File: config.mk
export PLATFORM = sky130hd
export DESIGN_NAME = spib_bridge
export DESIGN_NICKNAME = d
export VERILOG_FILES = /design/src/rtl/spib_pkg.sv /design/src/rtl/spib_sync.sv /design/src/rtl/spib_shift.sv /design/src/rtl/spib_seq.sv /design/src/rtl/spib_bridge.sv
export SDC_FILE = /design/constraint.sdc
export NUM_CORES = 1
export LEC_CHECK = 0
export ABC_CLOCK_PERIOD_IN_PS = 2200
export BUFFER_PORTS_ARGS = -buffer_cell sky130_fd_sc_hd__clkbuf_2
export CAP_MARGIN = 20
export CORE_UTILIZATION = 35
export CTS_CLUSTER_DIAMETER = 120
export DETAILED_ROUTE_END_ITERATION = 6
export GPL_ROUTABILITY_DRIVEN = 0
export GPL_TIMING_DRIVEN = 0
export PLACE_DENSITY = 0.61
export SKIP_CTS_REPAIR_TIMING = 1
export SLEW_MARGIN = 5
export SYNTH_ARGS = -nofsm -noshare
export SYNTH_HDL_FRONTEND = slang
export SYNTH_SLANG_ARGS = --single-unit
File: constraint.sdc
create_clock -name clk -period 2.2 [get_ports clk]
set_input_delay 0.22 -clock clk [delete_from_list [all_inputs] [get_ports clk]]
set_output_delay 0.22 -clock clk [all_outputs]
set_load 0.05 [all_outputs]
File: src/rtl/spib_pkg.sv
package spib_pkg;

    // Shared widths of the serial word and the register bus.
    localparam int WORD_W   = 32;
    localparam int ADDR_W   = 16;
    localparam int OP_W     = 4;
    localparam int CNT_W    = 7;
    localparam int STEP     = 4;

    // Field positions inside the command word; the sequencer decodes these.
    localparam int ADDR_LSB = WORD_W - ADDR_W;
    localparam int OP_LSB   = ADDR_LSB - OP_W;
    localparam int INC_BIT  = OP_LSB - 1;
    localparam int CNT_LSB  = INC_BIT - CNT_W;

    localparam logic [OP_W-1:0] OP_READ  = 4'hA;
    localparam logic [OP_W-1:0] OP_WRITE = 4'hB;

    localparam int BIT_W    = $clog2(WORD_W);

    typedef enum logic [1:0] {
        PH_CMD   = 2'd0,
        PH_READ  = 2'd1,
        PH_WRITE = 2'd2
    } spib_phase_t;

    // Live state of a burst in progress.
    typedef struct packed {
        logic [ADDR_W-1:0] next_addr;
        logic [ADDR_W-1:0] step;
        logic [CNT_W:0]    left;
    } spib_burst_t;

    // Number of data words a count field asks for; zero means one.
    function automatic logic [CNT_W:0] burst_len(input logic [CNT_W-1:0] cnt);
        return (cnt == '0) ? (CNT_W+1)'(1) : {1'b0, cnt};
    endfunction

endpackage

File: src/rtl/spib_sync.sv
module spib_sync #(
    parameter int                 WIDTH   = 3,
    parameter int                 STAGES  = 2,
    parameter logic [WIDTH-1:0]   RST_VAL = '0
) (
    input  logic             clk,
    input  logic             rst,
    input  logic [WIDTH-1:0] din,
    output logic [WIDTH-1:0] dout
);

    logic [STAGES-1:0][WIDTH-1:0] chain;

    always_ff @(posedge clk) begin
        if (rst) begin
            for (int s = 0; s < STAGES; s++) chain[s] <= RST_VAL;
        end else begin
            chain[0] <= din;
            for (int s = 1; s < STAGES; s++) chain[s] <= chain[s-1];
        end
    end

    assign dout = chain[STAGES-1];

endmodule

File: src/rtl/spib_shift.sv
module spib_shift
    import spib_pkg::*;
(
    input  logic              clk,
    input  logic              rst,
    input  logic              active,
    input  logic              abort,
    input  logic              sclk_rise,
    input  logic              sclk_fall,
    input  logic              mosi_bit,
    input  logic              tx_load,
    input  logic [WORD_W-1:0] tx_word,
    output logic              word_valid,
    output logic [WORD_W-1:0] rx_word,
    output logic              miso
);

    localparam logic [BIT_W-1:0] LAST_BIT = BIT_W'(WORD_W - 1);

    logic [BIT_W-1:0]  bit_cnt;
    logic [WORD_W-2:0] rx_sr;
    logic [WORD_W-1:0] tx_sr;

    always_ff @(posedge clk) begin
        if (rst) begin
            bit_cnt    <= '0;
            rx_sr      <= '0;
            tx_sr      <= '0;
            word_valid <= 1'b0;
            rx_word    <= '0;
        end else if (!active || abort) begin
            bit_cnt    <= '0;
            tx_sr      <= '0;
            word_valid <= 1'b0;
        end else begin
            word_valid <= 1'b0;
            if (sclk_rise) begin
                rx_sr <= {rx_sr[WORD_W-3:0], mosi_bit};
                if (bit_cnt == LAST_BIT) begin
                    bit_cnt    <= '0;
                    word_valid <= 1'b1;
                    rx_word    <= {rx_sr, mosi_bit};
                end else begin
                    bit_cnt <= bit_cnt + BIT_W'(1);
                end
            end
            // Transmit side: a fresh load wins, a completed word empties the
            // register, otherwise a falling edge inside a word advances it.
            if (tx_load) begin
                tx_sr <= tx_word;
            end else if (sclk_rise && bit_cnt == LAST_BIT) begin
                tx_sr <= '0;
            end else if (sclk_fall && bit_cnt != '0) begin
                tx_sr <= {tx_sr[WORD_W-2:0], 1'b0};
            end
        end
    end

    assign miso = tx_sr[WORD_W-1];

endmodule

File: src/rtl/spib_seq.sv
module spib_seq
    import spib_pkg::*;
#(
    parameter int TO_W = 16
) (
    input  logic              clk,
    input  logic              rst,
    input  logic              active,
    input  logic              sclk_rise,
    input  logic              word_valid,
    input  logic [WORD_W-1:0] rx_word,
    input  logic [TO_W-1:0]   timeout_lim,
    input  logic [WORD_W-1:0] bus_rdata,
    output logic              abort,
    output logic              tx_load,
    output logic [WORD_W-1:0] tx_word,
    output logic [ADDR_W-1:0] bus_addr,
    output logic              bus_wr,
    output logic [WORD_W-1:0] bus_wdata,
    output logic              bus_rd
);

    spib_phase_t       phase;
    spib_burst_t       burst;
    logic              rd_capt;
    logic [TO_W-1:0]   idle_cnt;

    logic [ADDR_W-1:0] cmd_addr;
    logic [OP_W-1:0]   cmd_op;
    logic [ADDR_W-1:0] cmd_step;
    logic [CNT_W:0]    cmd_len;

    always_comb begin
        cmd_addr = rx_word[ADDR_LSB +: ADDR_W];
        cmd_op   = rx_word[OP_LSB +: OP_W];
        cmd_step = rx_word[INC_BIT] ? ADDR_W'(STEP) : '0;
        cmd_len  = burst_len(rx_word[CNT_LSB +: CNT_W]);
    end

    assign abort   = active && (phase != PH_CMD) && (timeout_lim != '0)
                     && (idle_cnt >= timeout_lim);
    assign tx_load = rd_capt;
    assign tx_word = bus_rdata;

    always_ff @(posedge clk) begin
        if (rst) begin
            phase     <= PH_CMD;
            burst     <= '0;
            rd_capt   <= 1'b0;
            idle_cnt  <= '0;
            bus_addr  <= '0;
            bus_wr    <= 1'b0;
            bus_wdata <= '0;
            bus_rd    <= 1'b0;
        end else begin
            bus_wr  <= 1'b0;
            bus_rd  <= 1'b0;
            rd_capt <= bus_rd && active && !abort;

            if (phase == PH_CMD || sclk_rise || !active) begin
                idle_cnt <= '0;
            end else if (idle_cnt < timeout_lim) begin
                idle_cnt <= idle_cnt + TO_W'(1);
            end

            if (!active || abort) begin
                phase      <= PH_CMD;
                burst.left <= '0;
            end else if (word_valid) begin
                unique case (phase)
                    PH_CMD: begin
                        burst.step <= cmd_step;
                        burst.left <= cmd_len;
                        if (cmd_op == OP_READ) begin
                            phase           <= PH_READ;
                            bus_rd          <= 1'b1;
                            bus_addr        <= cmd_addr;
                            burst.next_addr <= cmd_addr + cmd_step;
                        end else if (cmd_op == OP_WRITE) begin
                            phase           <= PH_WRITE;
                            burst.next_addr <= cmd_addr;
                        end
                    end
                    PH_READ: begin
                        if (burst.left == (CNT_W+1)'(1)) begin
                            phase <= PH_CMD;
                        end else begin
                            burst.left      <= burst.left - (CNT_W+1)'(1);
                            bus_rd          <= 1'b1;
                            bus_addr        <= burst.next_addr;
                            burst.next_addr <= burst.next_addr + burst.step;
                        end
                    end
                    PH_WRITE: begin
                        bus_wr          <= 1'b1;
                        bus_addr        <= burst.next_addr;
                        bus_wdata       <= rx_word;
                        burst.next_addr <= burst.next_addr + burst.step;
                        if (burst.left == (CNT_W+1)'(1)) begin
                            phase <= PH_CMD;
                        end else begin
                            burst.left <= burst.left - (CNT_W+1)'(1);
                        end
                    end
                    default: phase <= PH_CMD;
                endcase
            end
        end
    end

endmodule

File: src/rtl/spib_bridge.sv
module spib_bridge
    import spib_pkg::*;
#(
    parameter int TO_W        = 16,
    parameter int SYNC_STAGES = 2
) (
    input  logic              clk,
    input  logic              rst,
    input  logic              spi_sclk,
    input  logic              spi_cs_n,
    input  logic              spi_mosi,
    output logic              spi_miso,
    input  logic [TO_W-1:0]   burst_timeout,
    output logic [ADDR_W-1:0] bus_addr,
    output logic              bus_wr,
    output logic [WORD_W-1:0] bus_wdata,
    output logic              bus_rd,
    input  logic [WORD_W-1:0] bus_rdata
);

    localparam int PIN_N = 3;

    logic [PIN_N-1:0]  pins_s;
    logic              sclk_q;
    logic              sclk_rise;
    logic              sclk_fall;
    logic              cs_act;
    logic              abort;
    logic              tx_load;
    logic [WORD_W-1:0] tx_word;
    logic              word_valid;
    logic [WORD_W-1:0] rx_word;

    spib_sync #(
        .WIDTH   (PIN_N),
        .STAGES  (SYNC_STAGES),
        .RST_VAL (3'b100)
    ) u_sync (
        .clk  (clk),
        .rst  (rst),
        .din  ({spi_cs_n, spi_sclk, spi_mosi}),
        .dout (pins_s)
    );

    always_ff @(posedge clk) begin
        if (rst) sclk_q <= 1'b0;
        else     sclk_q <= pins_s[1];
    end

    assign cs_act    = ~pins_s[2];
    assign sclk_rise =  pins_s[1] & ~sclk_q;
    assign sclk_fall = ~pins_s[1] &  sclk_q;

    spib_shift u_shift (
        .clk        (clk),
        .rst        (rst),
        .active     (cs_act),
        .abort      (abort),
        .sclk_rise  (sclk_rise),
        .sclk_fall  (sclk_fall),
        .mosi_bit   (pins_s[0]),
        .tx_load    (tx_load),
        .tx_word    (tx_word),
        .word_valid (word_valid),
        .rx_word    (rx_word),
        .miso       (spi_miso)
    );

    spib_seq #(
        .TO_W (TO_W)
    ) u_seq (
        .clk         (clk),
        .rst         (rst),
        .active      (cs_act),
        .sclk_rise   (sclk_rise),
        .word_valid  (word_valid),
        .rx_word     (rx_word),
        .timeout_lim (burst_timeout),
        .bus_rdata   (bus_rdata),
        .abort       (abort),
        .tx_load     (tx_load),
        .tx_word     (tx_word),
        .bus_addr    (bus_addr),
        .bus_wr      (bus_wr),
        .bus_wdata   (bus_wdata),
        .bus_rd      (bus_rd)
    );

endmodule

==> impl_results.md, run 1 <==
* Top-count cell post-synth: dfxtp_1
* Mean Syn Cell Area at 9.12 um^2
* Die width at 165 um
* Critical-path cell list: ha_4 > a211oi_2 > nor2_2 > nor4_4 > nand3_4 > o31a_4 > buf_6 > nor2_4 > buf_12 > buf_12 > mux2i_1
* Status: complete, but fails checks
* Most frequent cells after synthesis: dfxtp_1, nand2_1, mux2i_1, nor2_1, a21oi_1
* CP arrival at 3.13 ns
* Congestion Overflow GR at 0
* Synth Flop Type: dfxtp_1
* RSZ-0062 raised after global routing: yes
* Worst Hold Class: in -> reg
* Largest net degree at the start of global routing at 14
* Crit path time final at 2.68 ns
* Largest family of logic cells by synthesized area: simple AND/OR/NAND/NOR gates
* P_sw at 1780 uW
* Fraction of synthesized cell area in xor and xnor cells at 1.97%
* Port Buf Inserts at 103
* Clk buf depth at 3
* Slew margin rel. at 57.0%
* Synthesis warning total at 0
* Dpl hpwl at 17.5 mm
* WL per Instance at 16.1 um
* CTS tree: done
* Post-route ant nets at 0
* Area share of fa/ha/maj cells after synthesis at 4.03%
* Max Fanout on Critical Path at 10
* Antenna violations before repair at 0
* Post-synthesis mux area share at 16.4%
* CP required at 2.65 ns
* Pre-antenna DRT Iters at 5
* Cell taking the most area after synthesis: dfxtp_1
* Area delta synth->final at 31.6%
* Filler cells at 2463
* Final period utilization at 122%
* Internal Power at 6490 uW
* Hold wc startpoint: bus_rdata[0]
* Clock share of power at 51.7%
* Area share of the largest cell type after synthesis at 43.4%
* R2r setup slk at -0.48 ns
* Nets at 1290
* Startpoint class of the critical path: flop
* Reg2reg start: u_seq.idle_cnt[13]
* Crit path launch: u_seq.idle_cnt[13]
* First-pass GRT wire length at 37.9 mm
* Initial Util at 35.8%
* Final Non-Filler Cells at 1559
* Gate power share at 3.9%
* CTS Buf Count at 24
* Compound-Gate Fraction of Synth Area at 11.9%
* Slew Viols, Final at 0
* IO Count at 104
* Net Sw Frac at 21.5%
* Clk sinks at 202
* Routed wire length at 25.1 mm
* Critical path endpoint category: flop
* Yosys reg bits at 202
* Tot GR Track Use at 17.4%
* Post-synthesis sequential area ratio at 43.4%
* Crit path kind: reg -> reg
* Layout cells sized above 1 at 25.2%
* Post-Synthesis Cells at 1021
* Synth top area cells: dfxtp_1, mux2i_1, nand2_1
* Leak at 0.00448 uW
* CTS clk-pin slew, worst paths at 0.06 ns
* Simple-gate share of the synthesized area at 17.6%
* Least-Margin Pin Slew at 0.645 ns
* Register share of total power at 44.4%
* Worst Hold Path EP: u_shift.tx_sr[0]
* Fmax at 372 MHz
* Dpl ws at -0.799 ns
* Placed insts at 1459
* Vias in the first global route at 7469
* # diodes at 0
* # setup viols final at 186
* Core area at 26100 um^2
* Die ar. at 27300 um^2
* Reg-to-reg endpoint: u_shift.rx_sr[7]
* DRT iter0 DRCs at 396
* Worst setup margin at -0.485 ns
* Vias per cell at 5.18
* DRC viols at 0
* Core Rows at 59
* Clock latency on the worst-skew pair at 0.53 ns
* Hold slack at -0.0305 ns
* Max-Cap Viols at 0
* Slowest cell delay on critical path at 0.44 ns
* Number of cells on the worst hold path at 3
* Syn Nets at 1104
* Pwr Density at 674 nW/um^2
* Worst path most repeated cell: buf_12
* Final Hold Fails at 7
* Maximum vdd drop at 0.632 mV
* Failing checks: negative hold slack, negative setup slack
* Ys async rst share at 0%
* EDFF count, synth at 0
* R2R depth at 11
* Die Span Y at 165 um
* Final clock skew at 0.0301 ns
* Synthesized area at 9320 um^2
* # H-tree levels at 1
* Via count at 8082
* CTS root buf: clkbuf_16
* Synth cell types at 60
* Critical-path top delay cell: o31a_4
* Setup TNS at -69.47 ns
==> power by group through the flow <==
stage          Sequential (uW)  Combinational, uW  Clock, uW
6_report                  3660                326       4270
5_1_grt                   3660                353       4510
4_1_cts                   3670                236       4360
3_5_place_dp              3750                235          0
3_3_place_gp              3750                232          0
2_1_floorplan             3750                122          0
==> state kept, by name, summed over array words and instances (netlist names) <==
| signal | count |
|---|---|
| sclk_q | 1 |
| u_seq.burst | 25 |
| u_seq.bus_addr | 16 |
| u_seq.bus_rd | 1 |
| u_seq.bus_wdata | 32 |
| u_seq.bus_wr | 1 |
| u_seq.idle_cnt | 16 |
| u_seq.phase | 2 |
| u_seq.tx_load | 1 |
| u_shift.bit_cnt | 5 |
| u_shift.rx_sr | 31 |
| u_shift.rx_word | 32 |
| u_shift.tx_sr | 32 |
| u_shift.word_valid | 1 |
| u_sync.chain | 3 |
| u_sync.dout | 3 |
==> worst max-delay path: cells and delay by family (launching register included) <==
family | cells | cell delay [ns]
mux | 1 | 0.20
compound gates | 2 | 0.64
flops | 1 | 0.35
buf+inv | 3 | 0.45
simple gates | 4 | 0.74
fa+ha+maj | 1 | 0.23
==> metrics by stage <==
step	power (uW)	area (um^2)	utilization [%]
detailed placement	3980	10400	39.7
floorplan	3870	9420	-
finish	8260	12300	47.1
global placement	3980	10400	39.7
CTS	8260	11200	43.1
global route	8530	12300	47.1
==> logic make-up (layout without fill, tap and decap cells) <==
| group | Yosys count | count (layout) |
|---|---|---|
| simple gates | 349 | 349 |
| flops | 202 | 202 |
| compound gates | 176 | 176 |
| mux | 149 | 149 |
| buf+inv | 94 | 297 |
| fa+ha+maj | 30 | 30 |
| xor+xnor | 21 | 21 |
==> layer usage <==
metal  GRT usage [%]  up-vias  part of all wire [%]
met5               0        -                     0
met4            5.34        0                   2.4
met3            2.30       41                   4.4
met2            29.3      190                    47
met1            22.8     3854                    46
li1                -     3997                     -
==> worst max-delay path by stage <==
stage | cells past startpoint | to
floorplan | 10 | u_shift.rx_sr[5]
global placement | 9 | u_seq.bus_addr[12]
detailed placement | 9 | u_seq.bus_addr[14]
CTS | 7 | u_seq.bus_addr[14]
global route | 11 | u_shift.rx_sr[7]
finish | 11 | u_shift.rx_sr[7]
==> cells in the final DEF, fill, tap and decap left out, types with 9 or more instances in the layout <==
cell	n
mux2i_1	116
nand3_1	16
clkbuf_2	112
ha_1	22
dlygate4sd3_1	24
inv_1	29
a22oi_1	33
mux2_2	32
xor2_1	9
nor2_1	81
clkbuf_16	27
buf_4	16
or3_1	22
buf_12	10
nand2_1	142
nand4_1	13
o21ai_0	39
a21oi_1	48
clkbuf_1	33
xnor2_1	12
dfxtp_1	193
and3_1	11
buf_6	22
==> final cells by class <==
type	count	area, um^2	share of cell area [%]
buffer	64	454	3.70
clock buffer	31	687	5.60
clock inverter	12	185	1.51
inverter	29	109	0.888
multi-input combinational	725	5190	42.3
sequential	202	4060	33.1
tap	335	419	3.42
timing repair buffer	161	1160	9.45
Note: power is estimated with default switching activity, not from simulation.
==> run 2, diff against run 1 <==
--- a/config.mk
+++ b/config.mk
@@ -14,6 +14,7 @@
 export GPL_ROUTABILITY_DRIVEN = 0
 export GPL_TIMING_DRIVEN = 0
 export PLACE_DENSITY = 0.61
+export SETUP_SLACK_MARGIN = 0.3
 export SKIP_CTS_REPAIR_TIMING = 1
 export SLEW_MARGIN = 5
 export SYNTH_ARGS = -nofsm -noshare
==> run 2 against run 1 <==
The flow still finishes with violations (negative hold slack, negative setup slack). Final cell count barely moved. Power fell by 7.1%. Via count fell by 1.3%. Combinational power rose by 3%. Sequential power barely moved. Clock skew fell by 0.0035 ns. Maximum frequency rose by 2.9%. Critical endpoint is now u_seq.bus_wdata[14].
==> impl_results.md, run 2 (synthesis results as in run 1) <==
* Pre-antenna DRT Iters at 4
* Port Buf Inserts at 103
* Final period utilization at 119%
* Leak at 0.00447 uW
* Net Sw Frac at 22.6%
* Commonest non-fill, non-tap cell in the layout: dfxtp_1
* # diodes at 0
* Largest net degree at the start of global routing at 14
* Nets at 1289
* CP required at 2.65 ns
* Layout cells sized above 1 at 24.0%
* DRC viols at 0
* Via count at 7973
* Clock share of power at 47.8%
* Max-Cap Viols at 0
* # H-tree levels at 1
* Vias per cell at 5.12
* Largest regs: u_seq.bus_wdata: 32 flops, u_shift.rx_word: 32 flops, u_shift.tx_sr: 32 flops
* Die width at 165 um
* Status: complete, but fails checks
* Final Non-Filler Cells at 1558
* Commonest cells after routing, fill and taps aside: dfxtp_1, nand2_1, mux2i_1
* Least-Margin Pin Slew at 0.783 ns
* First-pass GRT wire length at 37.9 mm
* Clock latency on the worst-skew pair at 0.53 ns
* Hold wc startpoint: bus_rdata[30]
* Die ar. at 27300 um^2
* Critical path endpoint category: flop
* Startpoint class of the critical path: flop
* Hold slack at -0.0324 ns
* Pwr Density at 632 nW/um^2
* Fmax at 383 MHz
* Crit path launch: u_seq.idle_cnt[13]
* Area delta synth->final at 30.2%
* Final Hold Fails at 13
* Max Fanout on Critical Path at 10
* DRT iter0 DRCs at 404
* CP arrival at 3.06 ns
* Clk sinks at 202
* Grt met3 use at 2.47%
* CTS tree: done
* Internal Power at 5940 uW
* Gate power share at 4.4%
* Register share of total power at 47.8%
* Core area at 26100 um^2
* CTS clk-pin slew, worst paths at 0.06 ns
* Met1 Use GR at 22.7%
* RSZ-0062 raised after global routing: yes
* Maximum vdd drop at 0.512 mV
* # setup viols final at 187
* Final clock skew at 0.0266 ns
* Filler cells at 2508
* Crit path time final at 2.61 ns
* Placed insts at 1459
* Critical-path top delay cell: nor4_4
* Slowest cell delay on critical path at 0.39 ns
* Clk buf depth at 3
* CTS root buf: clkbuf_16
* Area of the multi-input gates at 5120 um^2
* P_sw at 1730 uW
* Slew margin rel. at 47.8%
* Tot GR Track Use at 17.2%
* Initial Util at 35.8%
* Reg2reg start: u_seq.idle_cnt[13]
* Crit path kind: reg -> reg
* Failing checks: negative hold slack, negative setup slack
* Congestion Overflow GR at 0
* Vias in the first global route at 7443
* CTS Buf Count at 23
* Met2 Track Usage GR at 28.9%
* Routed wire length at 24.6 mm
* Setup TNS at -57.58 ns
* Worst path most repeated cell: buf_12
* Register Area at 4060 um^2
* Antenna violations before repair at 0
* Post-route ant nets at 0
* WL per Instance at 15.8 um
* Slew Viols, Final at 0
* IO Count at 104
* Critical-path cell list: ha_4 > a211oi_2 > nor2_1 > nor4_4 > nand3_4 > o31a_4 > buf_12 > nor2_4 > buf_12 > buf_12 > mux2i_1
* Dpl hpwl at 17.2 mm
* Core Rows at 59
* R2r setup slk at -0.41 ns
* Worst Hold Class: in -> reg
* Most Crowded Layer GR: met2
* Die Span Y at 165 um
* Worst setup margin at -0.409 ns
[run 2: cell types whose count changed in the layout (fill, tap and decap cells not counted), sizes merged]
| cell | change |
|---|---|
| buf | -4 |
| dlygate4sd3 | -3 |
| clkinvlp | -2 |
| clkinv | +1 |
| clkbuf | +11 |
| bufinv | -4 |
[run 2: power by group through the flow]
| stage | logic, uW | registers, uW | clock network, uW |
|---|---|---|---|
| global route | 363 | 3660 | 3900 |
| global placement | 242 | 3750 | 0 |
| detailed placement | 244 | 3750 | 0 |
| CTS | 246 | 3670 | 3760 |
| finish | 335 | 3670 | 3670 |
| floorplan | 133 | 3750 | 0 |
[run 2: through the flow]
step / utilization, % / instance area (um^2) / setup slack (ns) / total power [uW]
finish: 46.6 / 12100 / -0.409 / 7670
global route: 46.6 / 12100 / -0.517 / 7930
CTS: 42.9 / 11200 / -0.691 / 7670
detailed placement: 40.1 / 10500 / -0.761 / 3990
global placement: 40.1 / 10500 / -0.755 / 3990
floorplan: - / 9520 / -0.114 / 3880
[run 2: routing by layer]
layer	vias to the layer above	wire length (um)
li1	3980	-
met1	3781	11400
met2	175	11500
met3	37	1050
met4	0	576
met5	-	0
[run 2: critical path: cells and delay by family, from the launching register on]
kind	cells	cell delay, ns
compound gates	2	0.55
fa+ha+maj	1	0.23
buf+inv	3	0.43
flops	1	0.36
mux	1	0.21
simple gates	4	0.75
[run 2: cell type report]
class / count / share of cell area (%)
buffer: 65 / 3.99
clock buffer: 35 / 5.53
clock inverter: 7 / 0.485
inverter: 29 / 0.897
multi-input combinational: 725 / 42.2
sequential: 202 / 33.4
tap: 335 / 3.45
timing repair buffer: 160 / 10.0
[run 2: final timing paths]
check                                      endpoint  cells after the start
worst min-delay path              u_shift.tx_sr[30]                      3
worst max-delay path            u_seq.bus_wdata[14]                     11
worst min register to register       u_sync.dout[2]                      1
worst max register to register  u_seq.bus_wdata[14]                     11
==> run 3, diff against run 2 <==
--- a/config.mk
+++ b/config.mk
@@ -5,15 +5,15 @@
 export SDC_FILE = /design/constraint.sdc
 export NUM_CORES = 1
 export LEC_CHECK = 0
-export ABC_CLOCK_PERIOD_IN_PS = 2200
+export ABC_CLOCK_PERIOD_IN_PS = 2400
 export BUFFER_PORTS_ARGS = -buffer_cell sky130_fd_sc_hd__clkbuf_2
 export CAP_MARGIN = 20
-export CORE_UTILIZATION = 35
+export CORE_UTILIZATION = 40
 export CTS_CLUSTER_DIAMETER = 120
 export DETAILED_ROUTE_END_ITERATION = 6
 export GPL_ROUTABILITY_DRIVEN = 0
 export GPL_TIMING_DRIVEN = 0
-export PLACE_DENSITY = 0.61
+export PLACE_DENSITY = 0.67
 export SETUP_SLACK_MARGIN = 0.3
 export SKIP_CTS_REPAIR_TIMING = 1
 export SLEW_MARGIN = 5
==> constraint.sdc (replaced) <==
create_clock -name clk -period 2.4 [get_ports clk]
set_input_delay 0.24 -clock clk [delete_from_list [all_inputs] [get_ports clk]]
set_output_delay 0.24 -clock clk [all_outputs]
set_load 0.05 [all_outputs]
==> run 3 against run 2 <==
The flow still finishes with violations (negative hold slack, negative setup slack). Sequential power down 8.4%. Design area down 1.2%. Flip-flop and latch count unchanged. Maximum frequency down 3.8%. Global-route usage up 1.9 points. Die area down 12%. Critical path depth unchanged. Routed wire length down 1.9%. Worst hold slack better by 0.026 ns. Critical endpoint is now u_shift.rx_word[11]. Highest routed layer unchanged.
==> impl_results.md, run 3 (synthesis results as in run 1) <==
* Status: complete, but fails checks
* Failing checks: negative hold slack, negative setup slack
* RSZ-0062 raised after global routing: yes
* Number of cells on the worst hold path at 3
* Register share of total power at 47.1%
* Clk sinks at 202
* Critical path endpoint category: flop
* Clock latency on the worst-skew pair at 0.52 ns
* Final clock skew at 0.0273 ns
* Max-Cap Viols at 0
* Pwr Density at 595 nW/um^2
* Die Span Y at 155 um
* Post-route ant nets at 0
* Nets at 1270
* Area delta synth->final at 28.6%
* P_sw at 1590 uW
* Initial Util at 41.0%
* Crit path time final at 2.71 ns
* Maximum vdd drop at 0.583 mV
* Die ar. at 23900 um^2
* Startpoint class of the critical path: flop
* Dpl hpwl at 16.8 mm
* Die width at 155 um
* # diodes at 0
* Fmax at 369 MHz
* Worst Hold Class: in -> reg
* Critical-path top delay cell: o31a_4
* Hold slack at -0.00682 ns
* Net Sw Frac at 22.3%
* Commonest cells after routing, fill and taps aside: dfxtp_1, nand2_1, mux2i_1
* Critical-path cell list: ha_4 > a211oi_4 > nor2_2 > nor4_4 > nand3_4 > o31a_4 > buf_4 > nor2_4 > buf_12 > buf_12 > mux2i_1
* Largest regs: u_seq.bus_wdata: 32 flops, u_shift.rx_word: 32 flops, u_shift.tx_sr: 32 flops
* Reg2reg start: u_seq.idle_cnt[13]
* Gate power share at 3.8%
* DRT iter0 DRCs at 404
* Least-Margin Pin Slew at 0.639 ns
* IO Count at 104
* Tot GR Track Use at 19.2%
* DRC viols at 0
* Filler cells at 2079
* Slew Viols, Final at 0
* Final period utilization at 113%
* Crit path launch: u_seq.idle_cnt[13]
* Final Instance Area at 12000 um^2
* Routed wire length at 24.1 mm
* Internal Power at 5540 uW
* Pre-antenna DRT Iters at 4
* # setup viols final at 178
* CTS tree: done
* Core Rows at 55
* Antenna violations before repair at 0
* WL per Instance at 16.2 um
* Core area at 22700 um^2
* CP required at 2.84 ns
* Crit path depth at 11
* Worst path most repeated cell: buf_12
* Core Util, Final at 52.8%
* Hold wc startpoint: bus_rdata[2]
* Crit path kind: reg -> reg
* Final Non-Filler Cells at 1487
* # H-tree levels at 1
* Dpl cell area at 10300 um^2
* Total Power at 7130 uW
* Placed insts at 1409
* CP arrival at 3.15 ns
* Port Buf Inserts at 103
* Vias per cell at 5.33
* Clk buf depth at 3
* First-pass GRT wire length at 37.2 mm
* WP buf/inv at 3
* CTS root buf: clkbuf_16
* Largest net degree at the start of global routing at 17
* Clock share of power at 49.0%
* Leak at 0.00437 uW
* CTS Buf Count at 22
* Crit path max-delay family: simple AND/OR/NAND/NOR gates
* R2R depth at 11
* Slew margin rel. at 57.4%
* Vias in the first global route at 7363
* Congestion Overflow GR at 0
* Layout cells sized above 1 at 25.0%
* Max Fanout on Critical Path at 8
* Worst setup margin at -0.312 ns
* Commonest non-fill, non-tap cell in the layout: dfxtp_1
* Final Hold Fails at 3
* CTS clk-pin slew, worst paths at 0.06 ns
* Via count at 7922
* Slowest cell delay on critical path at 0.45 ns
[run 3: cell types whose count changed in the layout (fill, tap and decap cells not counted), moves of 4 or more]
cell,before,now
dlygate4sd3_1,21,7
buf_6,6,17
buf_4,20,11
o21ai_0,41,36
buf_8,9,5
clkbuf_8,5,1
[run 3: layout make-up]
type	instances	area (um^2)	share of cell area (%)
sequential	202	4060	33.8
timing repair buffer	142	1020	8.50
multi-input combinational	725	5230	43.6
tap	285	357	2.98
clock buffer	27	579	4.83
inverter	29	109	0.908
clock inverter	12	169	1.41
buffer	65	470	3.93
[run 3: worst reg2reg max path, stage by stage (launching register included)]
cell and delay (ns):
dfxtp_4 0.36, ha_4 0.24, a211oi_4 0.20, nor2_2 0.07
nor4_4 0.40, nand3_4 0.16, o31a_4 0.45, buf_4 0.17
nor2_4 0.10, buf_12 0.16, buf_12 0.14, mux2i_1 0.21
[run 3: power groups by stage]
| stage | registers, uW | logic, uW | clock network (uW) |
|---|---|---|---|
| after global placement | 3440 | 214 | 0 |
| after floorplan | 3430 | 114 | 0 |
| after global routing | 3360 | 298 | 3690 |
| after CTS | 3360 | 215 | 3570 |
| final | 3360 | 274 | 3500 |
| after detailed placement | 3440 | 214 | 0 |
[run 3: path summary, 6_finish.rpt]
kind | endpoint | slack (ns)
setup / recovery | u_shift.rx_word[11] | -0.31
hold / removal | u_shift.tx_sr[2] | -0.007
setup reg to reg | u_shift.rx_word[11] | -0.31
hold reg to reg | u_sync.dout[2] | 0.41
[run 3: stage by stage]
stage | TNS [ns] | worst slack [ns]
2_1_floorplan | 0 | 0.0857
3_3_place_gp | -72.95 | -0.529
3_5_place_dp | -73.15 | -0.537
4_1_cts | -51.82 | -0.458
5_1_grt | -51.57 | -0.404
6_report | -34.31 | -0.312
[run 3: metal layers]
layer	GRT usage (%)	vias to the layer above	part of all wire, %
met5	0	-	0
met4	6.46	0	2.6
met3	2.52	44	4.0
met2	32.6	199	48
met1	25.0	3731	45
li1	-	3948	-
